$ cat src/rtl/swr_pkg.sv
package swr_pkg;

    localparam int CMD_W = 8;

    localparam logic [CMD_W-1:0] OP_SEARCH = 8'hF0;
    localparam logic [CMD_W-1:0] OP_READ   = 8'h33;
    localparam logic [CMD_W-1:0] OP_MATCH  = 8'h55;
    localparam logic [CMD_W-1:0] OP_SKIP   = 8'hCC;
    localparam logic [CMD_W-1:0] OP_RESUME = 8'hA5;

    typedef enum logic [2:0] {
        ST_WAIT,
        ST_CMD,
        ST_READ,
        ST_MATCH,
        ST_SRCH_TRUE,
        ST_SRCH_CMP,
        ST_SRCH_DIR,
        ST_FUNC
    } swr_state_e;

    typedef enum logic [2:0] {
        RC_NONE,
        RC_SEARCH,
        RC_READ,
        RC_MATCH,
        RC_SKIP,
        RC_RESUME
    } swr_rom_cmd_e;

endpackage

$ cat src/rtl/swr_id_crc.sv
// Bit-serial CRC unrolled over the identifier payload, LSB first, zero seed.
module swr_id_crc #(
    parameter int DATA_W = 56,
    parameter int CRC_W  = 8,
    parameter logic [CRC_W-1:0] POLY_REFL = 8'h8C
) (
    input  logic [DATA_W-1:0] data_in,
    output logic [CRC_W-1:0]  crc_out
);

    logic [CRC_W-1:0] chain [DATA_W+1];

    assign chain[0] = '0;

    for (genvar g = 0; g < DATA_W; g++) begin : g_stage
        logic fb;
        assign fb = chain[g][0] ^ data_in[g];
        assign chain[g+1] = (chain[g] >> 1) ^ (fb ? POLY_REFL : '0);
    end

    assign crc_out = chain[DATA_W];

endmodule

$ cat src/rtl/swr_cmd_decode.sv
// Maps a received command byte to the internal command kind.
module swr_cmd_decode
    import swr_pkg::*;
(
    input  logic [CMD_W-1:0] code,
    output swr_rom_cmd_e     kind
);

    always_comb begin
        case (code)
            OP_SEARCH: kind = RC_SEARCH;
            OP_READ:   kind = RC_READ;
            OP_MATCH:  kind = RC_MATCH;
            OP_SKIP:   kind = RC_SKIP;
            OP_RESUME: kind = RC_RESUME;
            default:   kind = RC_NONE;
        endcase
    end

endmodule

$ cat src/rtl/swr_id_select.sv
// Assembles the identifier and selects the bit at the current index.
module swr_id_select #(
    parameter int FAM_W = 8,
    parameter int SER_W = 48,
    parameter int CRC_W = 8,
    localparam int ID_W  = FAM_W + SER_W + CRC_W,
    localparam int IDX_W = $clog2(ID_W)
) (
    input  logic [FAM_W-1:0] family_code,
    input  logic [SER_W-1:0] serial_num,
    input  logic [CRC_W-1:0] crc_byte,
    input  logic [IDX_W-1:0] idx,
    output logic             id_bit
);

    logic [ID_W-1:0] id_vec;

    assign id_vec = {crc_byte, serial_num, family_code};
    assign id_bit = id_vec[idx];

endmodule

$ cat src/rtl/swr_rom_layer.sv
// ROM command layer: command decode, identifier dump/compare/search, resume flag.
module swr_rom_layer
    import swr_pkg::*;
#(
    parameter int FAM_W = 8,
    parameter int SER_W = 48,
    parameter int CRC_W = 8,
    parameter logic [CRC_W-1:0] CRC_POLY = 8'h8C
) (
    input  logic             clk,
    input  logic             rst_n,
    input  logic             line_reset,
    input  logic             rx_valid,
    input  logic             rx_bit,
    input  logic             tx_done,
    input  logic [FAM_W-1:0] family_code,
    input  logic [SER_W-1:0] serial_num,
    output logic             tx_pend,
    output logic             tx_bit,
    output logic             fn_active,
    output logic             resume_flag
);

    localparam int DATA_W = FAM_W + SER_W;
    localparam int ID_W   = DATA_W + CRC_W;
    localparam int IDX_W  = $clog2(ID_W);
    localparam logic [IDX_W-1:0] LAST_IDX = IDX_W'(ID_W - 1);
    localparam logic [IDX_W-1:0] CMD_LAST = IDX_W'(CMD_W - 1);

    swr_state_e       state_q, state_d;
    logic [IDX_W-1:0] idx_q, idx_d;
    logic [CMD_W-1:0] cmd_q, cmd_d;
    logic             flag_q, flag_d;

    logic [CMD_W-1:0] cmd_full;
    swr_rom_cmd_e     cmd_kind;
    logic [CRC_W-1:0] crc_byte;
    logic             id_bit;
    logic             id_last;
    logic             cmd_last;

    swr_id_crc #(
        .DATA_W   (DATA_W),
        .CRC_W    (CRC_W),
        .POLY_REFL(CRC_POLY)
    ) crc_i (
        .data_in({serial_num, family_code}),
        .crc_out(crc_byte)
    );

    assign cmd_full = {rx_bit, cmd_q[CMD_W-1:1]};

    swr_cmd_decode dec_i (
        .code(cmd_full),
        .kind(cmd_kind)
    );

    swr_id_select #(
        .FAM_W(FAM_W),
        .SER_W(SER_W),
        .CRC_W(CRC_W)
    ) sel_i (
        .family_code(family_code),
        .serial_num (serial_num),
        .crc_byte   (crc_byte),
        .idx        (idx_q),
        .id_bit     (id_bit)
    );

    assign id_last  = (idx_q == LAST_IDX);
    assign cmd_last = (idx_q == CMD_LAST);

    // Next-state and datapath
    always_comb begin
        state_d = state_q;
        idx_d   = idx_q;
        cmd_d   = cmd_q;
        flag_d  = flag_q;
        if (line_reset) begin
            state_d = ST_CMD;
            idx_d   = '0;
            cmd_d   = '0;
        end else begin
            unique case (state_q)
                ST_WAIT, ST_FUNC: begin
                end
                ST_CMD: begin
                    if (rx_valid) begin
                        cmd_d = cmd_full;
                        idx_d = idx_q + 1'b1;
                        if (cmd_last) begin
                            idx_d = '0;
                            case (cmd_kind)
                                RC_SEARCH: state_d = ST_SRCH_TRUE;
                                RC_READ:   state_d = ST_READ;
                                RC_MATCH:  state_d = ST_MATCH;
                                RC_SKIP: begin
                                    flag_d  = 1'b0;
                                    state_d = ST_FUNC;
                                end
                                RC_RESUME: state_d = flag_q ? ST_FUNC : ST_WAIT;
                                default:   state_d = ST_WAIT;
                            endcase
                        end
                    end
                end
                ST_READ: begin
                    if (tx_done) begin
                        if (id_last) begin
                            flag_d  = 1'b0;
                            state_d = ST_FUNC;
                        end else begin
                            idx_d = idx_q + 1'b1;
                        end
                    end
                end
                ST_MATCH: begin
                    if (rx_valid) begin
                        if (rx_bit != id_bit) begin
                            flag_d  = 1'b0;
                            state_d = ST_WAIT;
                        end else if (id_last) begin
                            flag_d  = 1'b1;
                            state_d = ST_FUNC;
                        end else begin
                            idx_d = idx_q + 1'b1;
                        end
                    end
                end
                ST_SRCH_TRUE: begin
                    if (tx_done) state_d = ST_SRCH_CMP;
                end
                ST_SRCH_CMP: begin
                    if (tx_done) state_d = ST_SRCH_DIR;
                end
                ST_SRCH_DIR: begin
                    if (rx_valid) begin
                        if (rx_bit != id_bit) begin
                            flag_d  = 1'b0;
                            state_d = ST_WAIT;
                        end else if (id_last) begin
                            flag_d  = 1'b1;
                            state_d = ST_FUNC;
                        end else begin
                            idx_d   = idx_q + 1'b1;
                            state_d = ST_SRCH_TRUE;
                        end
                    end
                end
                default: state_d = ST_WAIT;
            endcase
        end
    end

    // State register
    always_ff @(posedge clk or negedge rst_n) begin
        if (!rst_n) begin
            state_q <= ST_WAIT;
            idx_q   <= '0;
            cmd_q   <= '0;
            flag_q  <= 1'b0;
        end else begin
            state_q <= state_d;
            idx_q   <= idx_d;
            cmd_q   <= cmd_d;
            flag_q  <= flag_d;
        end
    end

    // Outputs
    always_comb begin
        tx_pend     = 1'b0;
        tx_bit      = 1'b1;
        fn_active   = 1'b0;
        resume_flag = flag_q;
        unique case (state_q)
            ST_READ, ST_SRCH_TRUE: begin
                tx_pend = 1'b1;
                tx_bit  = id_bit;
            end
            ST_SRCH_CMP: begin
                tx_pend = 1'b1;
                tx_bit  = ~id_bit;
            end
            ST_FUNC: fn_active = 1'b1;
            default: begin
            end
        endcase
    end

    // Assertions
    assert_abort_restarts_R13: assert property (@(posedge clk) disable iff (!rst_n)
        line_reset |=> (!tx_pend && !fn_active && resume_flag == $past(resume_flag)));

    assert_flag_set_source_R5: assert property (@(posedge clk) disable iff (!rst_n)
        $rose(resume_flag) |-> ($past(state_q) == ST_MATCH || $past(state_q) == ST_SRCH_DIR));

    assert_flag_clear_source_R6: assert property (@(posedge clk) disable iff (!rst_n)
        $fell(resume_flag) |-> ($past(state_q) == ST_CMD || $past(state_q) == ST_READ ||
                                $past(state_q) == ST_MATCH || $past(state_q) == ST_SRCH_DIR));

    assert_select_source_R11: assert property (@(posedge clk) disable iff (!rst_n)
        $rose(fn_active) |-> ($past(state_q) == ST_CMD || $past(state_q) == ST_READ ||
                              $past(state_q) == ST_MATCH || $past(state_q) == ST_SRCH_DIR));

    assert_complement_slot_R7: assert property (@(posedge clk) disable iff (!rst_n)
        (state_q == ST_SRCH_CMP && $past(state_q) == ST_SRCH_TRUE) |-> (tx_bit != $past(tx_bit)));

    assert_wait_sticky_R9: assert property (@(posedge clk) disable iff (!rst_n)
        (state_q == ST_WAIT && !line_reset) |=> (state_q == ST_WAIT && !tx_pend && !fn_active));

endmodule

$ cat config.mk
export PLATFORM = sky130hd
export DESIGN_NAME = swr_rom_layer
export DESIGN_NICKNAME = d
export VERILOG_FILES = /design/src/rtl/swr_pkg.sv /design/src/rtl/swr_id_crc.sv /design/src/rtl/swr_cmd_decode.sv /design/src/rtl/swr_id_select.sv /design/src/rtl/swr_rom_layer.sv
export SDC_FILE = /design/constraint.sdc
export NUM_CORES = 1
export LEC_CHECK = 0
export BUFFER_PORTS_ARGS = -buffer_cell sky130_fd_sc_hd__buf_4
export CORE_MARGIN = 3
export CORE_UTILIZATION = 32
export CTS_BUF_LIST = sky130_fd_sc_hd__clkbuf_4 sky130_fd_sc_hd__clkbuf_8 sky130_fd_sc_hd__clkbuf_16
export CTS_CLUSTER_DIAMETER = 40
export DETAILED_ROUTE_END_ITERATION = 10
export PLACE_DENSITY = 0.54
export SYNTH_ARGS = -nofsm -noshare
export SYNTH_HDL_FRONTEND = slang
export SYNTH_HIERARCHICAL = 1
export SYNTH_SLANG_ARGS = --single-unit
$ cat constraint.sdc
create_clock -name clk -period 7.8 [get_ports clk]
set_input_delay 0.78 -clock clk [delete_from_list [all_inputs] [get_ports clk]]
set_output_delay 0.78 -clock clk [all_outputs]
set_load 0.005 [all_outputs]
; Yosys cells after proc, flatten, opt, wreduce, memory -nomap -nowiden
; Cells that the tools add are included.
[op_classes]
add_sub_neg = 1
n_mul = 0
div_mod_pow = 0
order_cmp = 1
eq_ne = 36
shifts = 0
muxes = 97
bitwise = 112
n_reduce_logical = 12
[ops]
columns = cell, count
row1 = two-way mux 8 bit, 59
row2 = XOR 7 x 8 -> 8 bit, 55
row3 = XOR 1 bit, 55
row4 = two-way mux 6 bit, 7
row5 = two-way mux 3 bit, 12
row6 = one-hot mux 3 bit (5 select lines), 2
row7 = "== test 8 bit, second input constant", 3
row8 = "!= test 3 bit, second input constant", 8
row9 = "== test 3 bit, second input constant", 6
row10 = one-hot mux 3 bit (6 select lines), 1
row11 = one-hot mux 6 bit (3 select lines), 1
row12 = "== test 3 x 2 -> 1 bit, second input constant", 4
row13 = two-way mux 1 bit, 11
row14 = "!= test 2 bit, second input constant", 5
row15 = AND reduction 9 bit, 1
row16 = "== test 8 x 6 -> 1 bit, second input constant", 1
row17 = "== test 8 x 7 -> 1 bit, second input constant", 1
row18 = AND reduction 8 bit, 1
row19 = "less-than comparator 6 x 7 -> 1 bit, second input constant", 1
row20 = nonzero test 7 bit, 1
row21 = "adder 6 x 1 -> 6 bit, second input constant", 1
row22 = binary-select mux 1 bit (select 6 bit), 1
row23 = "== test 3 x 1 -> 1 bit, second input constant", 2
row24 = "== test 6 x 3 -> 1 bit, second input constant", 1
row25 = 15 further kinds, 19
[word_totals]
reg_bits = 18
latch_bits = 0
ram_bits = 0
mem_bits_ro = 0
out_inout_bits = 4
wordCells = 263
mem_count = 0

; Depth between registers and ports, before layout
[depth]
ltp_word = 173
depth_mapped = 20
mapped_depth_nobuf = 18

; Modules after synthesis
; The synthesis kept the hierarchy.
[modules_own_cells]
columns = module, n_inst, cells_each, area_each_um2, seq_area_each_um2
row1 = swr_id_crc, 1, 160, 1986.9, 0.0
row2 = swr_rom_layer, 1, 157, 1333.8, 425.4
row3 = swr_id_select, 1, 62, 600.6, 0.0
row4 = swr_cmd_decode, 1, 15, 97.6, 0.0

; Least setup slack after synthesis
; Ideal clock, no wire load.
[synth_timing]
path_type = input -> output
startpoint = input port family_code[0]
endpoint = output port tx_bit
arrival_ns = 5.171
path_slack_ns = 1.849
cell_stages = 17
cell_sequence = buf_4 -> xor3_1 -> xnor2_2 -> xnor3_2 -> xnor3_2 -> xnor3_2 -> xnor2_2 -> xnor3_1 -> xnor2_1 -> buf_4 -> mux4_2 -> inv_1 -> a221oi_2 -> a211oi_2 -> a211oi_2 -> xnor2_1 -> a31oi_1
[synth_between]
elab_chain_len = 96
word_cells_on_any_way = 164
cone_classes = 56 x mux / 108 x bitwise
[synth_rtl]
columns = item, line
row1 = from (decl), swr_rom_layer.sv:16  ; input logic [FAM_W-1:0] family_code,
row2 = two-way mux 8 bit *, swr_id_crc.sv:18  ; assign chain[g+1] = (chain[g] >> 1) ^ (fb ? POLY_REFL : '0);
row3 = XOR 7 x 8 -> 8 bit * (2 in a row), swr_id_crc.sv:18
row4 = XOR 1 bit, swr_id_crc.sv:17  ; assign fb = chain[g][0] ^ data_in[g];
row5 = two-way mux 8 bit, swr_id_crc.sv:18
row6 = XOR 7 x 8 -> 8 bit * (3 in a row), swr_id_crc.sv:18
row7 = XOR 1 bit, swr_id_crc.sv:17
row8 = two-way mux 8 bit, swr_id_crc.sv:18
row9 = XOR 7 x 8 -> 8 bit * (3 in a row), swr_id_crc.sv:18
row10 = [76 not listed], --
row11 = via crc_i.g_stage[54].fb, swr_id_crc.sv:16  ; logic fb;
row12 = two-way mux 8 bit *, swr_id_crc.sv:18
row13 = XOR 7 x 8 -> 8 bit * (2 in a row), swr_id_crc.sv:18
row14 = via crc_byte[6], swr_rom_layer.sv:37  ; logic [CRC_W-1:0] crc_byte;
row15 = binary-select mux 1 bit (select 6 bit) *, swr_id_select.sv:19  ; assign id_bit = id_vec[idx];
row16 = two-way mux 1 bit (not written as such) *, swr_id_select.sv:19
row17 = via id_bit, swr_rom_layer.sv:38  ; logic id_bit;
row18 = inverter 1 bit, swr_rom_layer.sv:183  ; tx_bit = ~id_bit;
row19 = one-hot mux 1 bit (2 select lines) *, swr_rom_layer.sv:176  ; unique case (state_q)
row20 = to (decl), swr_rom_layer.sv:19  ; output logic tx_bit,
; Mark *: on every way through the listed nets, which the timed path passes. The rest lies on a longest branch. The select of a mux whose other input is x is not followed.

; Final worst setup path
[layout_timing]
startpoint = input port family_code[0]
endpoint = output port tx_bit
[layout_between]
elab_chain_len = 96
word_cells_on_any_way = 164
cone_classes = 56 x mux / 108 x bitwise
[layout_rtl]
columns = item, line
row1 = two-way mux 8 bit *, swr_id_crc.sv:18
row2 = XOR 7 x 8 -> 8 bit * (2 in a row), swr_id_crc.sv:18
row3 = XOR 1 bit or XOR 7 x 8 -> 8 bit (tied branches), "swr_id_crc.sv:17, swr_id_crc.sv:18"
row4 = two-way mux 8 bit or XOR 1 bit (tied branches), "swr_id_crc.sv:18, swr_id_crc.sv:17"
row5 = XOR 7 x 8 -> 8 bit * (3 in a row), swr_id_crc.sv:18
row6 = XOR 1 bit or XOR 7 x 8 -> 8 bit (tied branches), "swr_id_crc.sv:17, swr_id_crc.sv:18"
row7 = two-way mux 8 bit or XOR 1 bit (tied branches), "swr_id_crc.sv:18, swr_id_crc.sv:17"
row8 = XOR 7 x 8 -> 8 bit * (3 in a row), swr_id_crc.sv:18
row9 = [77 not listed], --
row10 = two-way mux 8 bit *, swr_id_crc.sv:18
row11 = XOR 7 x 8 -> 8 bit *, swr_id_crc.sv:18
row12 = via crc_byte[7], swr_rom_layer.sv:37
row13 = binary-select mux 1 bit (select 6 bit) *, swr_id_select.sv:19
row14 = two-way mux 1 bit (not written as such) *, swr_id_select.sv:19
row15 = via id_bit, swr_rom_layer.sv:38
row16 = inverter 1 bit, swr_rom_layer.sv:183
row17 = one-hot mux 1 bit (2 select lines) *, swr_rom_layer.sv:176
; Marks and branches as above.

==> flow_summary.toml <==
[run_status]
status = "finished clean"

[clock_tree]
cts_tree = "done"
clkSinkCount = 17
clockBufferDepth = 2
postCtsResizedCells = 0
cts.htree.levels = 1
cts_buffers = 3
cts.clk_slew.worst_paths_ps = 60
clock_latency_ps = 250
post_cts_buffers = 0
root_buffer = "clkbuf_16"
cts_hold_buf = 0

[route]
drt-pass1-iter-count = 5
via_per_inst = 5.05
wl_per_cell_um = 17.5
drt_iter0_drc = 213
drc = 0
num_vias = 3086
drtAntennaViolNets = 0
routed_wl_um = 10700

[setup_path]
cp-start-kind = "primary input"
r2r_start = "idx_q[1]"
end_kind = "output pin"
cp.arrival_ps = 5680
criticalPathCategory = "in2out"
r2r_end = "idx_q[1]"
critPathMaxFanout = 6
cp.required_ps = 7020
ff2ff_path_depth = 10
r2r_slack_ps = 4230

[logic_synthesis]
synth_area_leader_cell = "xnor2_1"
synth-compound-area-share = 0.129
yosysUniqueCellTypes = 62
synth_cells = 394
synth_edf_count = 0
yosys_warnings = 6
synth.most_common_cell = "xnor2_1"
ys_seq_area_frac = 0.106
synth_simple_gate_area_frac = 0.125
synth_flop_cell = "dfrtp_1"
syn_nets = 458
synth_common_cells = "89 x xnor2_1, 29 x xnor3_1, 24 x xor2_1"
syn-cell-area_mm2 = 0.00402
synth-seq-cells = 17
synth_xor_area_frac = 0.496
yosysTopAreaCellShare = 0.194
syn-mean-instance-area_um2 = 10.2
postSynth.asyncResetShare = 1.00
muxShareOfSynthArea = 0.0937
yosys-top-cells-area = "xnor2_1 19%, xnor3_1 16%, dfrtp_1 11%"
synth_top_family_by_area = "XOR/XNOR gates"
synth_adder_area_share = 0.00872

[cells_and_area]
layout-drive-gt1-share = 0.246
syn2layout_area_growth_pct = 16.4
fin_nets = 508
fin_cells = 611
n_antenna_cell = 0

[global_routing]
grt_max_degree = 26
grtUsageTotal = 0.150
first_global_vias = 3045
antenna_found_initial = 0
grt_pass1_wl_um = 16900
grt_overflow = 0

[placement]
port-buffer-count = 65
dpl.hpwl_um = 8800
gp_congestion = 0.899
pre_cts_ws_ps = 1370
dp_cells = 607

[sta]
max-slew-margin-rel = 0.297
finalWorstPathRequiredPeriod_ps = 6460
skew_ps = 4.36
hold_viol = 0
setup_viol = 0
drv_slew = 0
fin_crit_sh = 0.829
fin_ws_ps = 1340
tightest_slew_ps = 1040
timing.fmax_mhz = 155
rsz0062_at_grt = "false"
setup_tns_ps = 0

[die]
rows = 40
ios = 66
initial_utilization = 0.330
die_w_um = 118
core_area_mm2 = 0.0122
die_area_mm2 = 0.0139
fp.dieH_um = 118

[min_path]
hp-class = "in2async"

[flow_run]
cap_viol_max_count = 0
==> cell usage in the layout, fill, tap and decap left out, types with 7 or more instances in the layout <==
master    count
nand2b_1     12
dfrtp_1      17
a21oi_1      11
o21ai_0      12
mux2i_1       8
inv_1        12
nor2_1       22
nand3_1      13
xnor3_1      29
xor3_1        7
xor2_1       24
mux4_2       11
xnor2_1      89
buf_4        66
nand2_1      23
==> worst max-delay path, cell delays in order <==
cell      delay, ps
buf_4           150
xor3_1          520
xnor2_2         220
xnor3_2         510
xnor3_2         430
xnor3_2         450
xnor3_2         460
xnor3_1         400
xnor2_1         150
mux4_2          230
inv_1            50
a221oi_2        280
a211oi_2         70
a211oi_2        530
xnor2_1         180
a31oi_1         100
buf_4           160
==> final cells by class <==
cell class	count	area [µm²]
Clock inverter	1	5.00
Tap cell	168	210
Sequential cell	17	425
Inverter	12	45.0
Multi-Input combinational cell	344	3420
Clock buffer	3	75.1
Fill cell	1195	7480
Timing Repair Buffer	66	495
==> cell families (layout without fill, tap and decap cells) <==
family | count (synthesis) | in the layout
xor+xnor | 158 | 158
simple gates | 96 | 96
compound gates | 65 | 65
buf+inv | 33 | 82
mux | 22 | 22
flops | 17 | 17
fa+ha+maj | 3 | 3
==> flip-flops by register name, indices dropped and copies added (netlist names) <==
name / flops
idx_q: 6
state_q: 3
cmd_q: 7
resume_flag: 1
==> routing by layer <==
metal	track usage	wire length, µm	vias to the layer above
li1	-	-	1499
met4	0.0242	72	0
met1	0.213	5090	1496
met2	0.243	5000	86
met5	0	0	-
met3	0.0250	524	5
==> worst max-delay path by stage <==
stage	slack, ps	depth (start not counted)	end	from
global placement	1380	17	tx_bit	family_code[0]
floorplan	1850	17	tx_bit	family_code[0]
finish	1340	17	tx_bit	family_code[0]
global route	1150	17	tx_bit	family_code[0]
CTS	1340	17	tx_bit	family_code[0]
detailed placement	1370	17	tx_bit	family_code[0]
==> stage by stage <==
| stage | instance area, µm² | util | hold WS, ps |
|---|---|---|---|
| after floorplan | 4020 | - | 484 |
| after global placement | 4600 | 0.378 | 510 |
| after detailed placement | 4600 | 0.378 | 515 |
| after CTS | 4680 | 0.385 | 393 |
| after global routing | 4680 | 0.385 | 400 |
| final | 4680 | 0.385 | 386 |
Power is left out: the tool's default activity adds up to more than one toggle a clock period on the data nets, which glitch-free logic cannot reach.
